### src/rtl/standby_ctrl.sv
module standby_ctrl #(
  parameter int CTL_W     = 16,
  parameter int SLEEP_BIT = 3,
  parameter int N_IRQ     = 4
) (
  input  logic             clk,
  input  logic             rst_n,
  input  logic             ctl_wr_en,
  input  logic [CTL_W-1:0] ctl_wr_data,
  input  logic             clk_running,
  input  logic [N_IRQ-1:0] irq_req,
  input  logic [N_IRQ-1:0] irq_en,
  input  logic             stop_req,
  output logic             core_halt,
  output logic             clk_gate_en
);

  logic sleep_q;
  logic stop_s1, stop_s2;
  logic gated_q;
  logic irq_any;
  logic enter;
  logic wake;
  logic unused_wr_bits;

  assign unused_wr_bits = ^ctl_wr_data;
  assign irq_any = |(irq_req & irq_en);
  assign enter   = ~sleep_q & ctl_wr_en & ctl_wr_data[SLEEP_BIT] & clk_running;
  assign wake    = sleep_q & irq_any & ~gated_q;

  always_ff @(posedge clk or negedge rst_n) begin
    if (!rst_n) sleep_q <= 1'b0;
    else if (enter) sleep_q <= 1'b1;
    else if (wake) sleep_q <= 1'b0;
  end

  always_ff @(posedge clk or negedge rst_n) begin
    if (!rst_n) begin
      stop_s1 <= 1'b0;
      stop_s2 <= 1'b0;
      gated_q <= 1'b0;
    end else begin
      stop_s1 <= stop_req;
      stop_s2 <= stop_s1;
      gated_q <= sleep_q & stop_s2 & ~wake;
    end
  end

  assign core_halt   = sleep_q;
  assign clk_gate_en = ~gated_q;

  assert_gate_only_in_sleep_R8: assert property (@(posedge clk) disable iff (!rst_n)
    !clk_gate_en |-> core_halt);

  assert_no_entry_without_clock_R3: assert property (@(posedge clk) disable iff (!rst_n)
    $rose(core_halt) |-> $past(clk_running) && $past(ctl_wr_en));

  assert_wake_on_irq_R5: assert property (@(posedge clk) disable iff (!rst_n)
    (core_halt && clk_gate_en && (|(irq_req & irq_en))) |=> !core_halt);

  assert_hold_when_masked_R6: assert property (@(posedge clk) disable iff (!rst_n)
    (core_halt && !(|(irq_req & irq_en))) |=> core_halt);

  assert_no_wake_while_gated_R9: assert property (@(posedge clk) disable iff (!rst_n)
    (core_halt && !clk_gate_en) |=> core_halt);

  assert_stop_ignored_awake_R7: assert property (@(posedge clk) disable iff (!rst_n)
    $fell(clk_gate_en) |-> $past(core_halt));

endmodule

### config.mk
export PLATFORM = sky130hd
export DESIGN_NAME = standby_ctrl
export DESIGN_NICKNAME = d
export VERILOG_FILES = /design/src/rtl/standby_ctrl.sv
export SDC_FILE = /design/constraint.sdc
export NUM_CORES = 1
export LEC_CHECK = 0
export BUFFER_PORTS_ARGS = -buffer_cell sky130_fd_sc_hd__buf_2
export CAP_MARGIN = 0
export CORE_AREA = 3 3 40 42
export CTS_CLUSTER_DIAMETER = 100
export DETAILED_ROUTE_END_ITERATION = 16
export DIE_AREA = 0 0 43 45
export PLACE_DENSITY = 0.42
export REMOVE_ABC_BUFFERS = 1
export SLEW_MARGIN = 30
export SYNTH_ARGS = -nofsm -noshare
export SYNTH_HDL_FRONTEND = slang
export SYNTH_SLANG_ARGS = --single-unit
### constraint.sdc
create_clock -name clk -period 1.3 [get_ports clk]
set_input_delay 0.195 -clock clk [delete_from_list [all_inputs] [get_ports clk]]
set_output_delay 0.195 -clock clk [all_outputs]
set_load 0.03 [all_outputs]
==> results of run 1 <==
[power by group through the flow]
stage / Combinational (W) / Sequential (W) / Clock (W)
floorplan: 0.0000117 / 0.000141 / 0
CTS: 0.0000463 / 0.000135 / 0.000160
global route: 0.0000507 / 0.000136 / 0.000172
detailed placement: 0.0000438 / 0.000137 / 0
finish: 0.0000452 / 0.000135 / 0.000155
global placement: 0.0000415 / 0.000136 / 0
[state kept, by name (all words and copies together) (netlist names)]
| signal | count |
|---|---|
| core_halt | 1 |
| gated_q | 1 |
| stop_s1 | 1 |
| stop_s2 | 1 |
[metrics by stage]
step,worst slack (ns),utilization [%],std cells,total power (W),hold slack [ns]
after global routing,0.223,21.6,46,0.000359,0.0530
after floorplan,0.501,-,12,0.000152,-0.101
after global placement,0.522,19.1,42,0.000177,0.0000617
final,0.282,21.6,46,0.000335,0.0659
after CTS,0.265,21.6,46,0.000342,0.0591
after detailed placement,0.484,19.1,42,0.000181,0.00960
[logic make-up (layout without fill, tap and decap cells)]
group	count (synthesis)	count (layout)	synth area share, %
compound gates	3	3	16.5
buf+inv	1	20	2.48
flops	4	4	66.1
mux	1	1	6.61
simple gates	3	3	8.26
[worst reg2reg max path: cells and delay by family, from the launching register on]
kind,cells,cell delay (ns)
flops,1,0.36
mux,1,0.10
compound gates,1,0.19
[worst max-delay path by stage]
stage	startpoint	endpoint	slack [ns]	depth (start not counted)
final	gated_q	clk_gate_en	0.28	2
after global placement	gated_q	clk_gate_en	0.52	2
after global routing	gated_q	clk_gate_en	0.22	2
after detailed placement	irq_req[0]	core_halt	0.48	4
after CTS	core_halt	core_halt	0.27	1
after floorplan	core_halt	core_halt	0.50	1
[cell type report]
type	count	share of cell area, %
clock buffer	3	8.11
timing repair buffer	16	30.6
tap	15	6.76
sequential	4	36.0
multi-input combinational	7	17.1
inverter	1	1.35
[synth_stat cells]
cell     number  area [µm²]
dfrtp_1       4         100
a21oi_1       1        5.00
a22oi_1       1        7.51
a22oi_2       1        12.5
inv_1         1        3.75
mux2i_1       1        10.0
nand2_1       1        3.75
nand3_1       1        5.00
nor2_1        1        3.75
[repair_timing]
item                                   4_1_cts  5_1_grt
resized for setup                            0        0
endpoints found under the hold margin        4        0
hold buffers                                 1        0
[layer usage]
layer / GRT usage [%] / vias to the layer above / wire (µm)
met5: 0 / - / 0
met4: 5.42 / 0 / 0
met3: 5.18 / 0 / 111
met2: 8.38 / 18 / 152
met1: 4.63 / 65 / 157
li1: - / 80 / -
==> metrics.md, run 1 <==
| Metric | Value |
|---|---|
| Max stage delay on crit path | `0.36 ns` |
| Critical path endpoint category | `output port` |
| Setup Viol. Count Final | `0` |
| Startpoint Class | `flop` |
| Switching Fraction | `22.6%` |
| Slew Viols, Final | `0` |
| Hold endpoint | `stop_s1` |
| Clock Sink Count | `4` |
| VDD IR-drop max | `0.000447 V` |
| Critical Path RT | `between 1 and 1.5 ns` |
| Capture point of the worst reg-to-reg path | `core_halt` |
| Hold Path Origin | `stop_req` |
| R2R depth | `2` |
| Total track usage | `5.77%` |
| Syn Std Cell Area | `151 µm²` |
| Switch Pwr | `0.0000757 W` |
| Share of cells above drive strength 1 | `between 60% and 70%` |
| Worst-path maximum fanout | `2` |
| Worst reg2reg setup slack | `0.52 ns` |
| Die Span X | `~43 µm` |
| Minimum clock period | `between 1 and 1.5 ns` |
| CP bufs+invs | `2` |
| Largest net degree at the start of global routing | `5` |
| Avg Cell Area, Syn | `between 10 and 15 µm²` |
| First-pass GRT wire length | `745 µm` |
| Fin area | `278 µm²` |
| Area of the multi-input gates | `47.5 µm²` |
| Vias in the first global route | `215` |
| Area delta synth->final | `83.5%` |
| DIE AREA | `1940 µm²` |
| Routability Congestion | `0.729` |
| Pwr dens | `1210 nW/µm²` |
| Max_cap viols | `0` |
| Final ANT Viol Nets | `0` |
| Worst path slowest cell | `dfrtp_1` |
| Cell Area, Placed | `between 200 and 250 µm²` |
| DRC Markers | `0` |
| Clock group share of total power | `~46%` |
| Hold Vio Cnt, Final | `0` |
| Row cnt | `13` |
| Seq/Total Area, Yosys | `between 60% and 70%` |
| DR vias/cell | `3.54` |
| Final period util | `about four fifths` |
| Total setup buffers inserted after CTS | `0` |
| CTS tree | `built` |
| Commonest non-fill, non-tap cell in the layout | `buf_2` |
| Clk Latency, worst-skew pair | `0.23 ns` |
| Critical path class | `reg2out` |
| CTS root buf | `clkbuf_4` |
| Via count | `163` |
| Number of DRC violations after detailed-routing iteration 0 | `0` |
| Core area | `about 1300 µm²` |
| YS warnings | `0` |
| Grt ovf | `0` |
| Comb power frac | `13.5%` |
| Cell breakdown of the critical path | `inv_1 > buf_2` |
| Commonest cells after routing, fill and taps aside | `15 x buf_2, 4 x dfrtp_1, 3 x clkbuf_4` |
| Worst Tran Pin Value | `0.200 ns` |
| WL/cell | `a little over 9 µm` |
| Hold-critical path depth | `1` |
| Seq. cell area | `100 µm²` |
| Fmax | `0.983 GHz` |
| Die height | `45 µm` |
| Unrepaired setup endpoints after global routing | `false` |
| Final net count | `62` |
| Max_slew headroom | `between 80% and 90%` |
| Crit path DAT | `0.82 ns` |
| # diodes | `0` |
| Worst-path clk slew | `0.04 ns` |
| Int Power | `0.000259 W` |
| Min-delay worst type | `in2reg` |
| Port Buffers | `15` |
| Starting Density | `between 10% and 20%` |
| Clock Path Buffers | `2` |
| Flop pwr share | `about two fifths` |
| IO Pins | `31` |
| Status | `completed` |
| Synthesized instance count | `12` |
| Cell variety after synth | `9` |
| Lkg Pwr | `between 0.1 and 0.15 nW` |
| Number of buffers created by CTS | `3` |
| Initial antenna violation count | `0` |
| Setup TNS | `0 ns` |
| Routed wire length | `421 µm` |
| Clk_skew | `about 0.002 ns` |
| DR pass1 iterations | `1` |
| H-tree depth | `1` |
| Worst r2r src | `gated_q` |
| Filler cells | `150` |
| Crit-path leading delay family | `flip-flops` |
| #FFs+latches synth | `4` |
No activity file was read; power rests on OpenSTA's default activity.
==> run 2: changes to the inputs <==
- PLACE_DENSITY: 0.42 -> 0.43
- clock period: 1.3 -> 0.9 ns (I/O delays scaled with it)
==> metrics.md, run 2 (synthesis gave the netlist of run 1 again) <==
| Metric | Value |
|---|---|
| Status | `finished with violations` |
| Failing checks | `negative setup slack` |
| Largest net degree at the start of global routing | `5 (unchanged)` |
| Clk Latency, worst-skew pair | `0.24 ns (about the same)` |
| # diodes | `0 (unchanged)` |
| Capture point of the worst reg-to-reg path | `core_halt` |
| Slew Viols, Final | `0 (unchanged)` |
| Post-layout worst setup margin | `-0.0291 ns (-0.312 ns)` |
| WL/cell | `8.48 µm (-7.4%)` |
| First-pass GRT wire length | `703 µm (-5.6%)` |
| IO Pins | `31 (unchanged)` |
| Pwr dens | `1610 nW/µm² (+34%)` |
| Worst reg2reg setup slack | `0.14 ns (-0.38 ns)` |
| Max_cap viols | `0 (unchanged)` |
| Clk_skew | `0.00177 ns (-0.000226 ns)` |
| Tot Pwr | `0.000496 W (+48%)` |
| VDD IR-drop max | `0.000724 V (+62%)` |
| Final period util | `103%` |
| Grt ovf | `0 (unchanged)` |
| Initial antenna violation count | `0 (unchanged)` |
| Routed wire length | `407 µm (-3.3%)` |
| Clock Path Buffers | `2 (unchanged)` |
| Number of buffers created by CTS | `3 (unchanged)` |
| Starting Density | `11.8% (unchanged)` |
| Worst r2r src | `gated_q` |
| H-tree depth | `1 (unchanged)` |
| Worst Tran Pin Value | `0.182 ns (-0.0178 ns)` |
| Row cnt | `13 (unchanged)` |
| Hold-critical path depth | `3 (+2)` |
| Hold endpoint | `core_halt` |
| Share of cells above drive strength 1 | `60.6% (-0.68 points)` |
| DIE AREA | `1940 µm² (unchanged)` |
| Final Util | `24.0% (+2.3 points)` |
| Die height | `45 µm (unchanged)` |
| Critical path endpoint category | `output port` |
| Vias in the first global route | `185 (-14%)` |
| Lkg Pwr | `0.155 nW (+10%)` |
| Area delta synth->final | `103%` |
| Unrepaired setup endpoints after global routing | `true` |
| Commonest cells after routing, fill and taps aside | `13 x buf_2, 4 x dfrtp_1, 3 x clkbuf_4, 2 x dlygate4sd3_1, 2 x buf_6` |
| Fmax | `~1.1 GHz` |
| Setup Viol. Count Final | `1 (+1)` |
| Startpoint Class | `flop` |
| Routability Congestion | `0.581 (-20%)` |
| Final net count | `64 (+3.2%)` |
| Port Buffers | `15 (unchanged)` |
| Commonest non-fill, non-tap cell in the layout | `buf_2` |
| Final ANT Viol Nets | `0 (unchanged)` |
| Via count | `178 (+9.2%)` |
| Die Span X | `43 µm (unchanged)` |
| Clock Sink Count | `4 (unchanged)` |
| CTS root buf | `clkbuf_4` |
| Worst-path maximum fanout | `2 (unchanged)` |
| R2R depth | `2 (unchanged)` |
| DR pass1 iterations | `2 (+1)` |
| Critical Path RT | `0.76 ns (-0.35 ns)` |
| DRC Markers | `0 (unchanged)` |
| Place WS | `0.120 ns (-0.364 ns)` |
| CTS tree | `built` |
| Max_slew headroom | `87.9% (+1.2 points)` |
| DR vias/cell | `3.71 (+4.7%)` |
| Critical path class | `reg2out` |
| Worst-path clk slew | `0.04 ns (about the same)` |
| Min-delay worst type | `in2reg` |
| Minimum clock period | `0.929 ns` |
| Total track usage | `5.19% (-0.58 points)` |
| Core area | `1280 µm² (unchanged)` |
| Crit path DAT | `0.79 ns (-0.03 ns)` |
| Number of DRC violations after detailed-routing iteration 0 | `1 (+1)` |
| Hold Path Origin | `ctl_wr_en` |
| Hold Vio Cnt, Final | `0 (unchanged)` |
run 2: changes by cell type in the layout (fill, tap and decap cells not counted):
cell / delta
buf_2: -2
buf_6: +2
buf_4: +1
dlygate4sd3_1: +1
run 2: critical path, cell delays in order (launching register included):
cell and delay, ns:
dfrtp_1 0.37, inv_1 0.07, buf_6 0.12
run 2: metal layers:
| metal | track usage, % | share of wire, % |
|---|---|---|
| met1 | 4.89 | 37 |
| met2 | 7.78 | 37 |
| met3 | 5.18 | 26 |
| met4 | 1.81 | 0 |
| met5 | 0 | 0 |
run 2: worst max-delay path by stage:
stage | start | endpoint | cells past startpoint
2_1_floorplan | core_halt | core_halt | 1
3_3_place_gp | gated_q | core_halt | 2
3_5_place_dp | gated_q | core_halt | 2
4_1_cts | gated_q | clk_gate_en | 2
5_1_grt | gated_q | clk_gate_en | 2
6_report | gated_q | clk_gate_en | 2
run 2: area by class of cell:
cell class	instances	area, µm²
clock buffer	3	22.5
fill	142	977
inverter	1	3.75
multi-input combinational	7	47.5
sequential	4	100
tap	15	18.8
timing repair buffer	18	115
run 2: repair_timing:
item / 4_1_cts / 5_1_grt
setup buffers: 1 / 0
hold buffers: 2 / 0
endpoints found under the hold margin: 5 / 0
endpoints found under the setup margin: 2 / 2
gates resized for setup: 4 / 0
run 2: where the power goes:
part / leakage [nW] / internal [W] / switching (W)
combinational: 0.0910 / 0.0000474 / 0.0000326
sequential: 0.0505 / 0.000190 / 0.00000404
clock: 0.0138 / 0.000149 / 0.0000728
run 2: stage by stage:
stage,setup TNS (ns),hold WS [ns],instance area [µm²],std cells
floorplan,0,-0.161,151,12
global placement,0,-0.0558,245,42
detailed placement,0,-0.0546,245,42
CTS,-0.0394,0.159,308,48
global route,-0.0968,0.186,308,48
finish,-0.0291,0.154,308,48
==> run 3: changes to the inputs <==
- PLACE_DENSITY: 0.43 -> 0.42
==> metrics.md, run 3 (synthesis gave the netlist of run 1 again) <==
| Metric | Value |
|---|---|
| Worst path slowest cell | `dfrtp_1` |
| Placed insts | `42 (unchanged)` |
| Critical Path RT | `0.76 ns (about the same)` |
| IO Pins | `31 (unchanged)` |
| Starting Density | `11.8% (unchanged)` |
| Grt ovf | `0 (unchanged)` |
| Port Buffers | `15 (unchanged)` |
| Clock Sink Count | `4 (unchanged)` |
| Max_slew headroom | `86.7% (-1.2 points)` |
| Crit path DAT | `0.78 ns (about the same)` |
| Worst-path maximum fanout | `2 (unchanged)` |
| Worst Tran Pin Value | `0.199 ns (+0.0175 ns)` |
| Die height | `45 µm (unchanged)` |
| Setup Viol. Count Final | `1 (unchanged)` |
| Core area | `1280 µm² (unchanged)` |
| Post-layout worst setup margin | `-0.0140 ns (+0.0151 ns)` |
| DR vias/cell | `3.54 (-4.5%)` |
| Total track usage | `5.43% (+0.25 points)` |
| Initial antenna violation count | `0 (unchanged)` |
| Slew Viols, Final | `0 (unchanged)` |
| Hold Vio Cnt, Final | `0 (unchanged)` |
| WL/cell | `9.00 µm (+6.1%)` |
| Commonest non-fill, non-tap cell in the layout | `buf_2` |
| Unrepaired setup endpoints after global routing | `true` |
| VDD IR-drop max | `0.000634 V (-12%)` |
| Startpoint Class | `flop` |
| Final net count | `64 (unchanged)` |
| Via count | `170 (-4.5%)` |
| Die Span X | `43 µm (unchanged)` |
| Critical path class | `reg2out` |
| Routed wire length | `432 µm (+6.1%)` |
| CTS tree | `built` |
| DIE AREA | `1940 µm² (unchanged)` |
| Min-delay worst type | `in2reg` |
| Clk_skew | `0.00222 ns (+0.000457 ns)` |
| Vias in the first global route | `218 (+18%)` |
| Lkg Pwr | `0.155 nW (unchanged)` |
| Clock Path Buffers | `2 (unchanged)` |
| Final cell count without fillers | `48 (unchanged)` |
| First-pass GRT wire length | `724 µm (+3.0%)` |
| Failing checks | `negative setup slack` |
| Max stage delay on crit path | `0.36 ns (about the same)` |
| Cell breakdown of the critical path | `inv_1 > buf_6` |
| Share of cells above drive strength 1 | `60.6% (unchanged)` |
| Minimum clock period | `0.914 ns (-0.0151 ns)` |
| Max_cap viols | `0 (unchanged)` |
| Final ANT Viol Nets | `0 (unchanged)` |
| Final Util | `24.0% (unchanged)` |
| CTS root buf | `clkbuf_4` |
| # diodes | `0 (unchanged)` |
| Row cnt | `13 (unchanged)` |
| Area delta synth->final | `103% (unchanged)` |
| Worst-path clk slew | `0.04 ns (about the same)` |
| Number of DRC violations after detailed-routing iteration 0 | `0 (-1)` |
| CP bufs+invs | `2 (unchanged)` |
| Pwr dens | `1610 nW/µm² (-0.18%)` |
| H-tree depth | `1 (unchanged)` |
| Final period util | `102% (-1.7 points)` |
| Critical path endpoint category | `output port` |
| Largest net degree at the start of global routing | `5 (unchanged)` |
| DR pass1 iterations | `1 (-1)` |
| Crit-path leading delay family | `flip-flops` |
| Commonest cells after routing, fill and taps aside | `13 x buf_2, 4 x dfrtp_1, 3 x clkbuf_4, 2 x dlygate4sd3_1, 2 x buf_6` |
| Routability Congestion | `0.729 (+25%)` |
| Number of buffers created by CTS | `3 (unchanged)` |
| Fmax | `1.09 GHz (+1.7%)` |
| DRC Markers | `0 (unchanged)` |
| Status | `finished with violations` |
| Clk Latency, worst-skew pair | `0.23 ns (about the same)` |
[run 3: worst min-delay path: cells and delay by family]
kind          cells  cell delay [ns]
buf+inv           1             0.09
mux               1             0.06
simple gates      1             0.06
[run 3: area by class of cell]
cell class | instances | area (µm²)
repair buffers | 18 | 115
multi-input cells | 7 | 47.5
inverters | 1 | 3.75
clock buffers | 3 | 22.5
fillers | 146 | 977
well taps | 15 | 18.8
flip-flops and latches | 4 | 100
[run 3: repair_timing]
| action | CTS | global route |
|---|---|---|
| buffers inserted | 1 | 0 |
| hold buffers | 2 | 0 |
| setup endpoints to repair | 2 | 2 |
| hold endpoints to repair | 5 | 0 |
| pin swaps | 0 | 0 |
| resized for setup | 4 | 0 |
[run 3: final timing paths]
check / start / cells past startpoint / slack (ns) / to
worst max-delay path: gated_q / 2 / -0.01 / clk_gate_en
worst min-delay path: ctl_wr_en / 3 / 0.17 / core_halt
worst max register to register: gated_q / 2 / 0.12 / core_halt
worst min register to register: stop_s1 / 0 / 0.34 / stop_s2
max in group asynchronous: rst_n / 2 / 0.53 / gated_q
min in group asynchronous: rst_n / 2 / 0.24 / stop_s1
[run 3: report_power, final]
group / internal [W] / total [W] / switching (W)
registers: 0.000190 / 0.000194 / 0.00000407
logic: 0.0000474 / 0.0000807 / 0.0000333
clock network: 0.000149 / 0.000220 / 0.0000714
[run 3: routing by layer]
metal / up-vias / routed length (µm) / GRT usage [%]
li1: 84 / - / -
met1: 70 / 171 / 4.63
met2: 16 / 168 / 8.68
met3: 0 / 92 / 3.19
met4: 0 / 0 / 5.42
met5: - / 0 / 0
[run 3: through the flow]
stage          setup slack [ns]  hold slack, ns  TNS [ns]  instance area [µm²]  power [W]
2_1_floorplan             0.101          -0.161         0                  151   0.000220
3_5_place_dp              0.131         -0.0504         0                  245   0.000261
3_3_place_gp              0.157         -0.0599         0                  245   0.000256
5_1_grt                 -0.0619           0.204   -0.0841                  308   0.000526
6_report                -0.0140           0.171   -0.0140                  308   0.000495
4_1_cts                 -0.0291           0.171   -0.0358                  308   0.000508
